--- config.mk ---
export PLATFORM = sky130hd
export DESIGN_NAME = irq_vec_gen
export DESIGN_NICKNAME = d
export VERILOG_FILES = /design/src/rtl/irq_vec_pkg.sv /design/src/rtl/irq_cfg_regs.sv /design/src/rtl/irq_edge_latch.sv /design/src/rtl/irq_arbiter.sv /design/src/rtl/irq_ack_fsm.sv /design/src/rtl/irq_vec_gen.sv
export SDC_FILE = /design/constraint.sdc
export NUM_CORES = 1
export LEC_CHECK = 0
export BUFFER_PORTS_ARGS = -buffer_cell sky130_fd_sc_hd__buf_2
export CORE_ASPECT_RATIO = 1.1
export CORE_MARGIN = 2
export CORE_UTILIZATION = 45
export DETAILED_ROUTE_END_ITERATION = 12
export REMOVE_ABC_BUFFERS = 1
export SYNTH_ARGS = -nofsm -noshare
export SYNTH_HDL_FRONTEND = slang
export SYNTH_SLANG_ARGS = --single-unit
export TNS_END_PERCENT = 50
--- constraint.sdc ---
create_clock -name clk -period 115.5 [get_ports clk]
set_input_delay 5.775 -clock clk [delete_from_list [all_inputs] [get_ports clk]]
set_output_delay 5.775 -clock clk [all_outputs]
set_load 0.05 [all_outputs]
--- src/rtl/irq_vec_pkg.sv ---
package irq_vec_pkg;

    // Configuration state: has the base register ever been written
    typedef enum logic {
        CFG_BLANK,
        CFG_LIVE
    } cfg_state_e;

    // Acknowledge handshake state
    typedef enum logic {
        ACK_WAIT,
        ACK_REPLY
    } ack_state_e;

endpackage

--- src/rtl/irq_cfg_regs.sv ---
module irq_cfg_regs
    import irq_vec_pkg::*;
#(
    parameter int NUM_SRC = 31,
    parameter int LVL_W   = 3,
    parameter int VEC_W   = 8,
    parameter int BASE_W  = 3,
    parameter int ADDR_W  = 5,
    parameter logic [VEC_W-1:0] RST_VEC = 8'h0F
) (
    input  logic                            clk,
    input  logic                            rst_n,
    input  logic                            wr_en,
    input  logic [ADDR_W-1:0]               wr_addr,
    input  logic [VEC_W-1:0]                wr_data,
    output logic [VEC_W-1:0]                base_q,
    output logic [BASE_W-1:0]               base_field,
    output logic                            live,
    output logic [NUM_SRC-1:0][LVL_W-1:0]   levels,
    output logic [NUM_SRC-1:0]              en_mask
);
    localparam int LOW_W = VEC_W - BASE_W;

    cfg_state_e        st_q, st_d;
    logic              base_wr;
    logic [BASE_W-1:0] base_hi_q;
    logic              unused_wr_bits;

    // Not every data bit feeds a register; the rest are ignored on purpose
    assign unused_wr_bits = ^wr_data;
    assign base_wr = wr_en && (wr_addr == '0);

    // Next-state logic
    always_comb begin
        st_d = st_q;
        unique case (st_q)
            CFG_BLANK: if (base_wr) st_d = CFG_LIVE;
            CFG_LIVE:  st_d = CFG_LIVE;
        endcase
    end

    // State register
    always_ff @(posedge clk or negedge rst_n) begin
        if (!rst_n) st_q <= CFG_BLANK;
        else        st_q <= st_d;
    end

    // Base field storage
    always_ff @(posedge clk or negedge rst_n) begin
        if (!rst_n)       base_hi_q <= RST_VEC[VEC_W-1 -: BASE_W];
        else if (base_wr) base_hi_q <= wr_data[VEC_W-1 -: BASE_W];
    end

    // Outputs derived from the configuration state
    always_comb begin
        live       = (st_q == CFG_LIVE);
        base_field = base_hi_q;
        base_q     = live ? {base_hi_q, {LOW_W{1'b0}}} : RST_VEC;
    end

    // Per-source priority level registers
    for (genvar g = 0; g < NUM_SRC; g++) begin : g_lvl
        logic [LVL_W-1:0] lvl_q;
        always_ff @(posedge clk or negedge rst_n) begin
            if (!rst_n)
                lvl_q <= '0;
            else if (wr_en && (wr_addr == ADDR_W'(g + 1)))
                lvl_q <= wr_data[LVL_W-1:0];
        end
        assign levels[g]  = lvl_q;
        assign en_mask[g] = |lvl_q;
    end

endmodule

--- src/rtl/irq_edge_latch.sv ---
module irq_edge_latch #(
    parameter int NUM_SRC = 31
) (
    input  logic               clk,
    input  logic               rst_n,
    input  logic [NUM_SRC-1:0] req,
    input  logic [NUM_SRC-1:0] en_mask,
    input  logic [NUM_SRC-1:0] clr,
    output logic [NUM_SRC-1:0] pend
);
    for (genvar g = 0; g < NUM_SRC; g++) begin : g_src
        logic prev_q;
        logic pend_q;
        logic rise;

        assign rise = req[g] && !prev_q && en_mask[g];

        always_ff @(posedge clk or negedge rst_n) begin
            if (!rst_n) begin
                prev_q <= 1'b0;
                pend_q <= 1'b0;
            end else begin
                prev_q <= req[g];
                // A fresh edge wins over a clear in the same cycle
                pend_q <= (pend_q && !clr[g]) || rise;
            end
        end

        assign pend[g] = pend_q;
    end

endmodule

--- src/rtl/irq_arbiter.sv ---
module irq_arbiter #(
    parameter int NUM_SRC = 31,
    parameter int LVL_W   = 3,
    parameter int CODE_W  = 5
) (
    input  logic [NUM_SRC-1:0]              pend,
    input  logic [NUM_SRC-1:0][LVL_W-1:0]   levels,
    input  logic [LVL_W-1:0]                ack_lvl,
    output logic [LVL_W-1:0]                top_lvl,
    output logic                            hit,
    output logic [CODE_W-1:0]               hit_code,
    output logic [NUM_SRC-1:0]              hit_onehot
);
    logic [CODE_W-1:0] hit_idx;

    // Highest level among pending sources (level 0 never wins)
    always_comb begin
        top_lvl = '0;
        for (int i = 0; i < NUM_SRC; i++) begin
            if (pend[i] && (levels[i] > top_lvl))
                top_lvl = levels[i];
        end
    end

    // Lowest-numbered pending source at the acknowledged level
    always_comb begin
        hit     = 1'b0;
        hit_idx = '0;
        for (int i = NUM_SRC - 1; i >= 0; i--) begin
            if (pend[i] && (ack_lvl != '0) && (levels[i] == ack_lvl)) begin
                hit     = 1'b1;
                hit_idx = CODE_W'(i);
            end
        end
        hit_code   = hit_idx + CODE_W'(1);
        hit_onehot = hit ? (NUM_SRC'(1) << hit_idx) : '0;
    end

endmodule

--- src/rtl/irq_ack_fsm.sv ---
module irq_ack_fsm
    import irq_vec_pkg::*;
#(
    parameter int NUM_SRC = 31,
    parameter int VEC_W   = 8,
    parameter int BASE_W  = 3,
    parameter int CODE_W  = 5,
    parameter logic [VEC_W-1:0] RST_VEC = 8'h0F
) (
    input  logic               clk,
    input  logic               rst_n,
    input  logic               ack_stb,
    input  logic               live,
    input  logic [BASE_W-1:0]  base_field,
    input  logic               hit,
    input  logic [CODE_W-1:0]  hit_code,
    input  logic [NUM_SRC-1:0] hit_onehot,
    output logic [VEC_W-1:0]   vec,
    output logic               vec_vld,
    output logic [NUM_SRC-1:0] clr
);
    ack_state_e       st_q, st_d;
    logic [VEC_W-1:0] answer;
    logic [VEC_W-1:0] vec_q;

    // Next-state logic
    always_comb begin
        st_d = st_q;
        unique case (st_q)
            ACK_WAIT:  if (ack_stb)  st_d = ACK_REPLY;
            ACK_REPLY: if (!ack_stb) st_d = ACK_WAIT;
        endcase
    end

    // State register
    always_ff @(posedge clk or negedge rst_n) begin
        if (!rst_n) st_q <= ACK_WAIT;
        else        st_q <= st_d;
    end

    // Vector selection: uninitialised, matched source, or spurious
    always_comb begin
        if (!live)    answer = RST_VEC;
        else if (hit) answer = {base_field, hit_code};
        else          answer = {base_field, {CODE_W{1'b0}}};
    end

    // Vector register, loaded on every strobe
    always_ff @(posedge clk or negedge rst_n) begin
        if (!rst_n)       vec_q <= '0;
        else if (ack_stb) vec_q <= answer;
    end

    // Outputs
    always_comb begin
        vec     = vec_q;
        vec_vld = (st_q == ACK_REPLY);
        clr     = (ack_stb && live && hit) ? hit_onehot : '0;
    end

endmodule

--- src/rtl/irq_vec_gen.sv ---
module irq_vec_gen #(
    parameter int NUM_SRC = 31,
    parameter int LVL_W   = 3,
    parameter int VEC_W   = 8,
    parameter int BASE_W  = 3,
    parameter logic [VEC_W-1:0] UNINIT_VEC = 8'h0F,
    localparam int CODE_W = VEC_W - BASE_W
) (
    input  logic                 clk,
    input  logic                 rst_n,
    input  logic [NUM_SRC-1:0]   src_req,
    input  logic                 cfg_wr_en,
    input  logic [CODE_W-1:0]    cfg_wr_addr,
    input  logic [VEC_W-1:0]     cfg_wr_data,
    output logic [VEC_W-1:0]     cfg_base_q,
    input  logic                 ack_stb,
    input  logic [LVL_W-1:0]     ack_lvl,
    output logic [LVL_W-1:0]     irq_lvl,
    output logic [VEC_W-1:0]     vec_out,
    output logic                 vec_vld
);
    logic [NUM_SRC-1:0][LVL_W-1:0] levels;
    logic [NUM_SRC-1:0]            en_mask;
    logic [NUM_SRC-1:0]            pend;
    logic [NUM_SRC-1:0]            clr;
    logic [NUM_SRC-1:0]            hit_onehot;
    logic [BASE_W-1:0]             base_field;
    logic [CODE_W-1:0]             hit_code;
    logic                          live;
    logic                          hit;

    irq_cfg_regs #(
        .NUM_SRC(NUM_SRC), .LVL_W(LVL_W), .VEC_W(VEC_W),
        .BASE_W(BASE_W), .ADDR_W(CODE_W), .RST_VEC(UNINIT_VEC)
    ) u_cfg (
        .clk(clk), .rst_n(rst_n),
        .wr_en(cfg_wr_en), .wr_addr(cfg_wr_addr), .wr_data(cfg_wr_data),
        .base_q(cfg_base_q), .base_field(base_field), .live(live),
        .levels(levels), .en_mask(en_mask)
    );

    irq_edge_latch #(.NUM_SRC(NUM_SRC)) u_latch (
        .clk(clk), .rst_n(rst_n),
        .req(src_req), .en_mask(en_mask), .clr(clr), .pend(pend)
    );

    irq_arbiter #(.NUM_SRC(NUM_SRC), .LVL_W(LVL_W), .CODE_W(CODE_W)) u_arb (
        .pend(pend), .levels(levels), .ack_lvl(ack_lvl),
        .top_lvl(irq_lvl), .hit(hit), .hit_code(hit_code),
        .hit_onehot(hit_onehot)
    );

    irq_ack_fsm #(
        .NUM_SRC(NUM_SRC), .VEC_W(VEC_W), .BASE_W(BASE_W),
        .CODE_W(CODE_W), .RST_VEC(UNINIT_VEC)
    ) u_ack (
        .clk(clk), .rst_n(rst_n),
        .ack_stb(ack_stb), .live(live), .base_field(base_field),
        .hit(hit), .hit_code(hit_code), .hit_onehot(hit_onehot),
        .vec(vec_out), .vec_vld(vec_vld), .clr(clr)
    );

endmodule

==> impl_results.md, run 1 <==
* Max-slew violation count at 0
* Via count of the first global-routing pass at about 11000
* Slew at the pin closest to its max-slew limit at approximately 1.1 ns
* Setup repair after global routing missed its margin: false
* Most used standard cells in the synthesized netlist: sky130_fd_sc_hd__dfrtp_1, sky130_fd_sc_hd__nand2_1, sky130_fd_sc_hd__nor2_1, sky130_fd_sc_hd__o21ai_0, sky130_fd_sc_hd__inv_1
* Synth Area per Inst at around 8.6 µm²
* Top Ports at 71
* Kind of critical path: register to output pin
* Number of post-CTS setup repair buffers at 0
* Area growth from synthesis to layout at 8.33%
* Overall overflow remaining after global route at 0
* Max Cap Violations at 0
* Number of CTS-inserted buffers at 17
* Clk pin slew, worst setup/hold paths at ~0.07 ns
* Largest delay contributor family on the critical path: compound AO/OA/AOI/OAI gates
* Maximum operating frequency at 0.0213 GHz
* Total DRC errors in the routed layout at 0
* Die width at approximately 160 µm
* Cell at the slowest stage of the critical path: sky130_fd_sc_hd__a31oi_1
* DP HPWL at 26.8 mm
* Number of instances in the synthesized netlist at 1479
* Class of the most critical hold timing path: register to register
* Combined flip-flop and latch cell area at 0.00420 mm²
* Count of antenna-violating nets left after detailed routing at 0
* Delay of the slowest cell on the worst path at 0.83 ns
* Run status: complete, no violations
* Final wirelength at ~38 mm
* Critical path endpoint category: output pin
* Root Driver: sky130_fd_sc_hd__clkbuf_16
* Post-synth cell types at 105
* Hold_buf cts at 0
* Count of warnings emitted by yosys at 0
* DIE AREA at 0.0296 mm²
* Average wire length per cell after detail routing at 20.3 µm
* Leading cell type by number of instances after synthesis: sky130_fd_sc_hd__dfrtp_1
* Maximum root-to-sink buffer count at 2
* Number of vias per cell at about 6
* Cell type with the highest aggregate area in the netlist: sky130_fd_sc_hd__dfrtp_1
* Proportion of synthesized chip area in sequential cells at 0.330
* Number of non-filler instances in the completed layout at 1869
* Filler Cells Inserted at 2643
* Global Route met1 Usage at 0.369
* Met3 layer usage reported by global route at 0.0417
* Most common flop cell mapped by yosys: sky130_fd_sc_hd__dfrtp_1
* Total via count after detailed routing at 11422
* Worst Clk Skew at ~0.013 ns
* First-pass GRT wire length at 61.4 mm
* Total of flip-flops plus latches after synthesis at 168
* Placed insts at 1835
* Leading post-synthesis cells by cell area: sky130_fd_sc_hd__dfrtp_1, sky130_fd_sc_hd__mux2_2, sky130_fd_sc_hd__o21ai_0
* Placement row count at 64
* First-pass DRT Iterations at 6
* Die outline height at 180 µm
* Fin crit share at 0.406
* Synthesized cell area at about 0.013 mm²
* Setup_tns at 0 ns
* Clock period minus final worst setup slack at 46.90 ns
* Number of antenna violations at the first check in global routing at 5
* Worst Path Arrival at 41.12 ns
* Overall Global Routing Usage at 0.264
* Clock tree from TritonCTS: done
* Top cell type's share of synthesized area at 0.330
* Buffering stage count on the worst path with inverters included at 7
* Number of failing hold endpoints at the final stage at 0
* Starting DRT DRC Count at 1033
* Number of clock sinks at 168
* Final net count at 1584
* Count of endpoints failing setup in the final report at 0
* Weighted congestion at the end of routability-driven global placement at roughly 0.9
* Area of the multi-input gates at between 0.007 and 0.008 mm²
* Most used cell along the critical path: sky130_fd_sc_hd__nor2_1
* IO buf count at 67
* Async set-or-reset flop fraction in the synthesized netlist at 1.00
* Global routing usage on met2 at 0.415
* Fraction of final layout cells sized beyond drive strength 1 at 0.164
* Grt peak-use layer: met2
* Resized cells post-CTS at 0
* Required time worst endpoint at 109.72 ns
* Count of flip-flops with a built-in enable after synthesis at 0
* Hold Worst Slack at around 0.48 ns
* Starting density of the core at 0.458
* Worst relative slew slack at 0.239
* Core Footprint at between 0.02 and 0.03 mm²
* H-tree levels at 4
* Maximum fanout encountered on the critical timing path at 11
* Largest net degree at the start of global routing at 107
* Critical Path Start Type: register
* Final Core Density at 0.496
* Clock network latency to the later pin of the worst-skew pair at between 0.4 and 0.5 ns
## area by class of cell
cell class | instances | share of cell area
Antenna cell | 2 | 0.000363
Sequential cell | 168 | 0.305
Clock inverter | 14 | 0.0117
Clock buffer | 18 | 0.0311
Inverter | 101 | 0.0275
Multi-Input combinational cell | 1133 | 0.565
Timing Repair Buffer | 70 | 0.0264
Tap cell | 363 | 0.0330
## per-layer routing
metal  share of wire  up-vias
met5          0.0014        -
met4           0.025        8
met3           0.055       67
met2            0.46      369
met1            0.46     5536
li1                -     5442
## registers in the layout, indices dropped and copies added (netlist names)
| signal | flops |
|---|---|
| u_cfg.live | 1 |
| u_cfg.base_field | 3 |
| u_latch.g_src.prev_q | 31 |
| u_ack.vec | 8 |
| u_cfg.g_lvl.lvl_q | 93 |
| u_ack.vec_vld | 1 |
| u_latch.g_src.pend_q | 31 |
## metrics by stage
step                instance area (µm²)  setup slack [ns]
finish                            13800             68.60
global route                      13800             64.81
CTS                               13800             68.63
detailed placement                13200             69.26
global placement                  13200             69.97
floorplan                         12400             73.81
## cell families after synthesis
family	Yosys count	share of synthesized area
AO/OA/AOI/OAI	457	0.263
XOR/XNOR	59	0.0406
adder cells (fa/ha/maj)	46	0.0446
buffers and inverters	178	0.0576
flip-flops	168	0.330
multiplexers	85	0.0749
other	1	0.000295
AND/OR/NAND/NOR	485	0.188
## path summary, 6_finish.rpt
check                      depth (start not counted)  slack, ns                     start                        to
min in group asynchronous                          1       5.43                     rst_n  u_latch.g_src[18].prev_q
setup / recovery                                 204      68.60   u_cfg.g_lvl[0].lvl_q[2]                irq_lvl[0]
max in group asynchronous                          2     108.52                     rst_n   u_cfg.g_lvl[3].lvl_q[0]
hold / removal                                     1       0.48              u_ack.vec[0]              u_ack.vec[0]
setup reg to reg                                  22     111.30  u_cfg.g_lvl[28].lvl_q[0]   u_latch.g_src[3].pend_q
hold reg to reg                                    1       0.48              u_ack.vec[0]              u_ack.vec[0]
## layout by cell type (no fill, tap or decap), types with 42 or more instances in the layout
master / count
sky130_fd_sc_hd__mux2_2: 82
sky130_fd_sc_hd__buf_2: 66
sky130_fd_sc_hd__nand2_1: 148
sky130_fd_sc_hd__a21oi_1: 65
sky130_fd_sc_hd__inv_1: 100
sky130_fd_sc_hd__dfrtp_1: 168
sky130_fd_sc_hd__o21ai_0: 115
sky130_fd_sc_hd__ha_1: 42
sky130_fd_sc_hd__nor2_1: 117
Power of run 1 is left out: the tool's default activity adds up to more than one toggle a clock period on the data nets, which glitch-free logic cannot reach.
==> run 2, diff against run 1 <==
Clock period 115.5 ns to 46.7 ns, I/O delays scaled along.
==> run 2 against run 1 <==
Count of clock-buffer cells in the layout unchanged; critical path depth unchanged; design area decreased by 0.15%.
==> impl_results.md, run 2 (synthesized netlist as in run 1, its figures left out) <==
* Clk pin slew, worst setup/hold paths at 0.07 ns (about the same)
* Setup repair after global routing missed its margin: false
* Fraction of final layout cells sized beyond drive strength 1 at 0.165 (+0.00122)
* Final wirelength at 37.6 mm (-0.98%)
* Maximum fanout encountered on the critical timing path at 11 (unchanged)
* H-tree levels at 4 (unchanged)
* Starting DRT DRC Count at 1038 (+0.48%)
* Slew at the pin closest to its max-slew limit at 1.09 ns (-0.0446 ns)
* Number of clock sinks at 168 (unchanged)
* Core Footprint at 0.0278 mm² (unchanged)
* DIE AREA at 0.0296 mm² (unchanged)
* Registers with the most flip-flops: u_cfg.g_lvl.lvl_q x93, u_latch.g_src.pend_q x31, u_latch.g_src.prev_q x31
* Clock tree from TritonCTS: done
* Worst relative slew slack at 0.265 (+0.0266)
* Run status: complete, no violations
* Root Driver: sky130_fd_sc_hd__clkbuf_16
* Top Ports at 71 (unchanged)
* Fin crit share at 0.924
* Max Cap Violations at 0 (unchanged)
* Via count of the first global-routing pass at 10637 (-2.6%)
* Total via count after detailed routing at 11361 (-0.53%)
* Total DRC errors in the routed layout at 0 (unchanged)
* Starting density of the core at 0.458 (unchanged)
* WL met1 at 17.2 mm (-0.67%)
* Filler Cells Inserted at 2665 (+0.83%)
* Setup_tns at 0 ns (unchanged)
* Final net count at 1585 (+0.063%)
* Count of endpoints failing setup in the final report at 0 (unchanged)
* Detail Route met2 WL at 17.3 mm (-1.5%)
* Die width at 164 µm (unchanged)
* Class of the most critical hold timing path: register to register
* Critical Path Start Type: register
* Clock period minus final worst setup slack at 43.14 ns
* Leading cell types in the layout, fill and taps excluded: sky130_fd_sc_hd__dfrtp_1, sky130_fd_sc_hd__nand2_1, sky130_fd_sc_hd__nor2_1
* Top reg by flops: u_cfg.g_lvl.lvl_q
* Number of CTS-inserted buffers at 17 (unchanged)
* Number of failing hold endpoints at the final stage at 0 (unchanged)
* Die outline height at 180 µm (unchanged)
* Most used cell along the critical path: sky130_fd_sc_hd__nor2_1
* Combined flip-flop and latch cell area at 0.00420 mm² (unchanged)
* Largest net degree at the start of global routing at 66 (-38%)
* Average wire length per cell after detail routing at 20.1 µm (-1.0%)
* Kind of critical path: register to output pin
* Overall Global Routing Usage at 0.260 (-0.00373)
* Hold_buf cts at 0 (unchanged)
* Worst Path Arrival at 40.81 ns (-0.31 ns)
* Weighted congestion at the end of routability-driven global placement at 0.911 (+0.24%)
* Number of antenna violations at the first check in global routing at 4 (-1)
* Worst Clk Skew at 0.0140 ns (+0.000607 ns)
* Area growth from synthesis to layout at 8.17%
* Clock network latency to the later pin of the worst-skew pair at 0.45 ns (about the same)
* First-pass DRT Iterations at 5 (-1)
* Critical path endpoint category: output pin
* Flip-flop count of the largest register, all copies and words added at 93 (unchanged)
* Delay of the slowest cell on the worst path at 0.65 ns (-0.18 ns)
* Max-slew violation count at 0 (unchanged)
* DP HPWL at 27.1 mm (+0.95%)
* Maximum root-to-sink buffer count at 2 (unchanged)
* Most common cell after layout, fill and taps aside: sky130_fd_sc_hd__dfrtp_1
* Maximum operating frequency at around 0.023 GHz
* Required time worst endpoint at 44.37 ns (-65.35 ns)
* Uppermost layer routed: met5
* Area of the multi-input gates at 0.00779 mm² (about the same)
* Register-to-Register Setup Slack at 42.49 ns (-68.81 ns)
* Cell at the slowest stage of the critical path: sky130_fd_sc_hd__a2111oi_0
* Placement row count at 64 (unchanged)
* First-pass GRT wire length at 60.2 mm (-1.9%)
* Overall overflow remaining after global route at 0 (unchanged)
* Number of vias per cell at 6.08 (-0.59%)
* IO buf count at 67 (unchanged)
* Count of antenna-violating nets left after detailed routing at 0 (unchanged)
* Metal3 WL at 2.10 mm (+0.77%)
==> run 2: metrics by stage <==
step / instances / hold slack (ns) / util / cell area, µm² / setup slack, ns
3_3_place_gp: 1836 / 0.458 / 0.475 / 13200 / 4.59
2_1_floorplan: 1402 / 0.471 / - / 12400 / 8.45
3_5_place_dp: 1836 / 0.464 / 0.475 / 13200 / 3.93
5_1_grt: 1869 / 0.510 / 0.495 / 13800 / 0.114
4_1_cts: 1868 / 0.487 / 0.495 / 13700 / 3.35
6_report: 1870 / 0.480 / 0.495 / 13800 / 3.56
==> run 2: layer usage <==
metal	up-vias	GRT usage
met3	66	0.0449
met5	-	0
met1	5519	0.367
li1	5443	-
met2	329	0.404
met4	4	0.0814
==> run 2: cell type report <==
| cell class | instances | area share |
|---|---|---|
| timing repair buffer | 71 | 0.0270 |
| sequential | 168 | 0.306 |
| multi-input combinational | 1133 | 0.566 |
| tap | 363 | 0.0330 |
| antenna | 2 | 0.000364 |
| clock inverter | 14 | 0.00927 |
| inverter | 101 | 0.0276 |
| clock buffer | 18 | 0.0312 |
==> run 2: critical path, delay by kind of cell, from the launching register on <==
family          cells  cell delay, ns
compound gates     83           17.36
fa+ha+maj          33            8.88
buf+inv             7            0.75
flops               1            0.54
mux                 4            1.31
simple gates       77           11.53
==> run 2: timing repair <==
item	CTS	global route
gates resized for setup	0	1
setup buffers	0	0
setup endpoints to repair	0	2
==> run 2: final timing paths <==
path	cells after the start	to	start
min in group asynchronous	1	u_latch.g_src[19].prev_q	rst_n
max	204	irq_lvl[0]	u_cfg.g_lvl[0].lvl_q[2]
min	1	u_ack.vec[1]	u_ack.vec[1]
max reg2reg	22	u_latch.g_src[3].pend_q	u_cfg.g_lvl[28].lvl_q[0]
max in group asynchronous	3	u_cfg.g_lvl[16].lvl_q[1]	rst_n
min reg2reg	1	u_ack.vec[1]	u_ack.vec[1]
Power of run 2 is left out for the same reason.
==> run 3, diff against run 2 <==
Clock period 46.7 ns to 45.1 ns, I/O delays scaled along.
==> run 3 against run 2 <==
Critical endpoint unchanged; highest routed layer unchanged; first-iteration DRC count is 4.1% lower; via count is 0.62% higher; die area stayed put.
==> impl_results.md, run 3 (synthesized netlist as in run 1, its figures left out) <==
* H-tree levels at 4 (unchanged)
* Delay of the slowest cell on the worst path at 0.55 ns (-0.10 ns)
* Fin crit share at 0.923
* Kind of critical path: register to output pin
* First-pass GRT wire length at 60.8 mm (+1.1%)
* Max-slew violation count at 0 (unchanged)
* Critical register-to-register path startpoint: u_cfg.g_lvl[25].lvl_q[1]
* DIE AREA at 0.0296 mm² (unchanged)
* Number of failing hold endpoints at the final stage at 0 (unchanged)
* Cell depth of the worst hold path at 1 (unchanged)
* Class of the most critical hold timing path: register to register
* Count of endpoints failing setup in the final report at 0 (unchanged)
* Average wire length per cell after detail routing at 20.5 µm (+1.8%)
* Depth of the most critical reg-to-reg path at 22 (unchanged)
* Placement row count at 64 (unchanged)
* Max Cap Violations at 0 (unchanged)
* Maximum fanout encountered on the critical timing path at 11 (unchanged)
* Number of antenna violations at the first check in global routing at 4 (unchanged)
* Critical Path Start Type: register
* Setup repair after global routing missed its margin: false
* Setup_tns at 0 ns (unchanged)
* Maximum root-to-sink buffer count at 2 (unchanged)
* Slew at the pin closest to its max-slew limit at 1.10 ns (+0.00833 ns)
* Weighted congestion at the end of routability-driven global placement at 0.908 (-0.40%)
* Registers with the most flip-flops: u_cfg.g_lvl.lvl_q x93, u_latch.g_src.pend_q x31, u_latch.g_src.prev_q x31
* Most used cell along the critical path: sky130_fd_sc_hd__nor2_1
* DP HPWL at 26.9 mm (-0.50%)
* Top Ports at 71 (unchanged)
* Run status: complete, no violations
* First-pass DRT Iterations at 7 (+2)
* Clock tree from TritonCTS: done
* Worst Path Arrival at 39.37 ns (-1.44 ns)
* Final net count at 1588 (+0.19%)
* Critical path endpoint category: output pin
* Count of antenna-violating nets left after detailed routing at 0 (unchanged)
* Grt peak-use layer: met2
* Top reg by flops: u_cfg.g_lvl.lvl_q
* Global routing usage on met2 at 0.413 (+0.00870)
* Clock period minus final worst setup slack at 41.62 ns
* Fraction of final layout cells sized beyond drive strength 1 at 0.176 (+0.0103)
* Starting density of the core at 0.458 (unchanged)
* Total via count after detailed routing at 11431 (+0.62%)
* Overall Global Routing Usage at 0.263 (+0.00362)
* Area growth from synthesis to layout at 9.12%
* Overall overflow remaining after global route at 0 (unchanged)
* Leading cell types in the layout, fill and taps excluded: sky130_fd_sc_hd__dfrtp_1, sky130_fd_sc_hd__nand2_1, sky130_fd_sc_hd__nor2_1
* Core Footprint at 0.0278 mm² (unchanged)
* Number of clock sinks at 168 (unchanged)
* Final wirelength at 38.4 mm (+2.0%)
* Clock network latency to the later pin of the worst-skew pair at 0.45 ns (about the same)
* Total DRC errors in the routed layout at 0 (unchanged)
* Flip-flop count of the largest register, all copies and words added at 93 (unchanged)
* Via count of the first global-routing pass at 10927 (+2.7%)
* IO buf count at 67 (unchanged)
* Required time worst endpoint at 42.85 ns (-1.52 ns)
* Largest net degree at the start of global routing at 104 (+58%)
* Die width at 164 µm (unchanged)
* Die outline height at 180 µm (unchanged)
* Root Driver: sky130_fd_sc_hd__clkbuf_16
* Clk pin slew, worst setup/hold paths at 0.08 ns (about the same)
* Global Route met1 Usage at 0.364 (-0.00333)
* Hold_buf cts at 0 (unchanged)
* Cell at the slowest stage of the critical path: sky130_fd_sc_hd__or4b_1
* Worst relative slew slack at 0.260 (-0.00561)
* FF-to-FF End: u_latch.g_src[3].pend_q
* Number of vias per cell at 6.10 (+0.40%)
* Maximum operating frequency at 0.0240 GHz
* Number of CTS-inserted buffers at 17 (unchanged)
* Worst Clk Skew at 0.0104 ns (-0.00367 ns)
* Met3 layer usage reported by global route at 0.0497 (+0.00483)
* Filler Cells Inserted at 2644 (-0.79%)
* Worst Hold Path EP: u_ack.vec[0]
* Register-to-Register Setup Slack at 40.89 ns (-1.60 ns)
* Starting DRT DRC Count at 995 (-4.1%)
* Most common cell after layout, fill and taps aside: sky130_fd_sc_hd__dfrtp_1
* HP Start: u_ack.vec[0]
==> run 3: cell count changes in the layout (fill, tap and decap cells not counted), moves of 2 or more <==
cell and change:
sky130_fd_sc_hd__a31oi_1 -2, sky130_fd_sc_hd__nor2_2 +2, sky130_fd_sc_hd__buf_4 +3, sky130_fd_sc_hd__a2111oi_2 +3, sky130_fd_sc_hd__inv_8 +5, sky130_fd_sc_hd__nor2_1 -2
sky130_fd_sc_hd__a2111oi_0 -3, sky130_fd_sc_hd__clkinvlp_4 -2, sky130_fd_sc_hd__inv_6 -4
==> run 3: per-layer routing <==
layer,wire (µm),up-vias,part of all wire
met5,30,-,0.00078
met4,1040,4,0.027
met3,2170,77,0.056
met2,17600,342,0.46
met1,17600,5567,0.46
li1,-,5441,-
==> run 3: how the worst max path moves through the flow <==
stage | startpoint | slack [ns] | to
finish | u_cfg.g_lvl[0].lvl_q[1] | 3.48 | irq_lvl[0]
global route | u_latch.g_src[0].pend_q | 0.07 | irq_lvl[0]
CTS | u_cfg.g_lvl[0].lvl_q[2] | 1.83 | irq_lvl[0]
detailed placement | u_cfg.g_lvl[0].lvl_q[2] | 2.46 | irq_lvl[0]
global placement | u_cfg.g_lvl[0].lvl_q[2] | 3.09 | irq_lvl[0]
floorplan | u_cfg.g_lvl[0].lvl_q[2] | 6.93 | irq_lvl[2]
==> run 3: metrics by stage <==
stage / area [µm²] / std cells / setup WS (ns) / util / hold WS (ns)
3_5_place_dp: 13200 / 1835 / 2.46 / 0.475 / 0.466
2_1_floorplan: 12400 / 1402 / 6.93 / - / 0.471
3_3_place_gp: 13200 / 1835 / 3.09 / 0.475 / 0.458
5_1_grt: 13900 / 1872 / 0.0677 / 0.499 / 0.509
6_report: 13900 / 1874 / 3.48 / 0.500 / 0.486
4_1_cts: 13800 / 1867 / 1.83 / 0.496 / 0.491
==> run 3: layout make-up <==
class / count / area (µm²) / area share
diodes: 3 / 7.51 / 0.000541
inverters: 101 / 379 / 0.0273
clock buffers: 18 / 439 / 0.0316
repair buffers: 74 / 394 / 0.0284
clock inverters: 14 / 153 / 0.0110
flip-flops and latches: 168 / 4210 / 0.303
well taps: 363 / 454 / 0.0327
multi-input cells: 1133 / 7850 / 0.565
==> run 3: critical path: cells and delay by family, from the launching register on <==
kind                     cells  cell delay [ns]
AO/OA/AOI/OAI               85            16.38
adder cells (fa/ha/maj)     33             8.67
buffers and inverters        8             0.76
flip-flops                   1             0.50
multiplexers                 4             1.32
AND/OR/NAND/NOR             74            11.18
==> run 3: timing repair <==
item,4_1_cts,5_1_grt
endpoints found under the setup margin,0,3
buffers inserted,0,4
endpoints found under the hold margin,0,0
gates resized for setup,0,18
Power of run 3 is left out for the same reason.
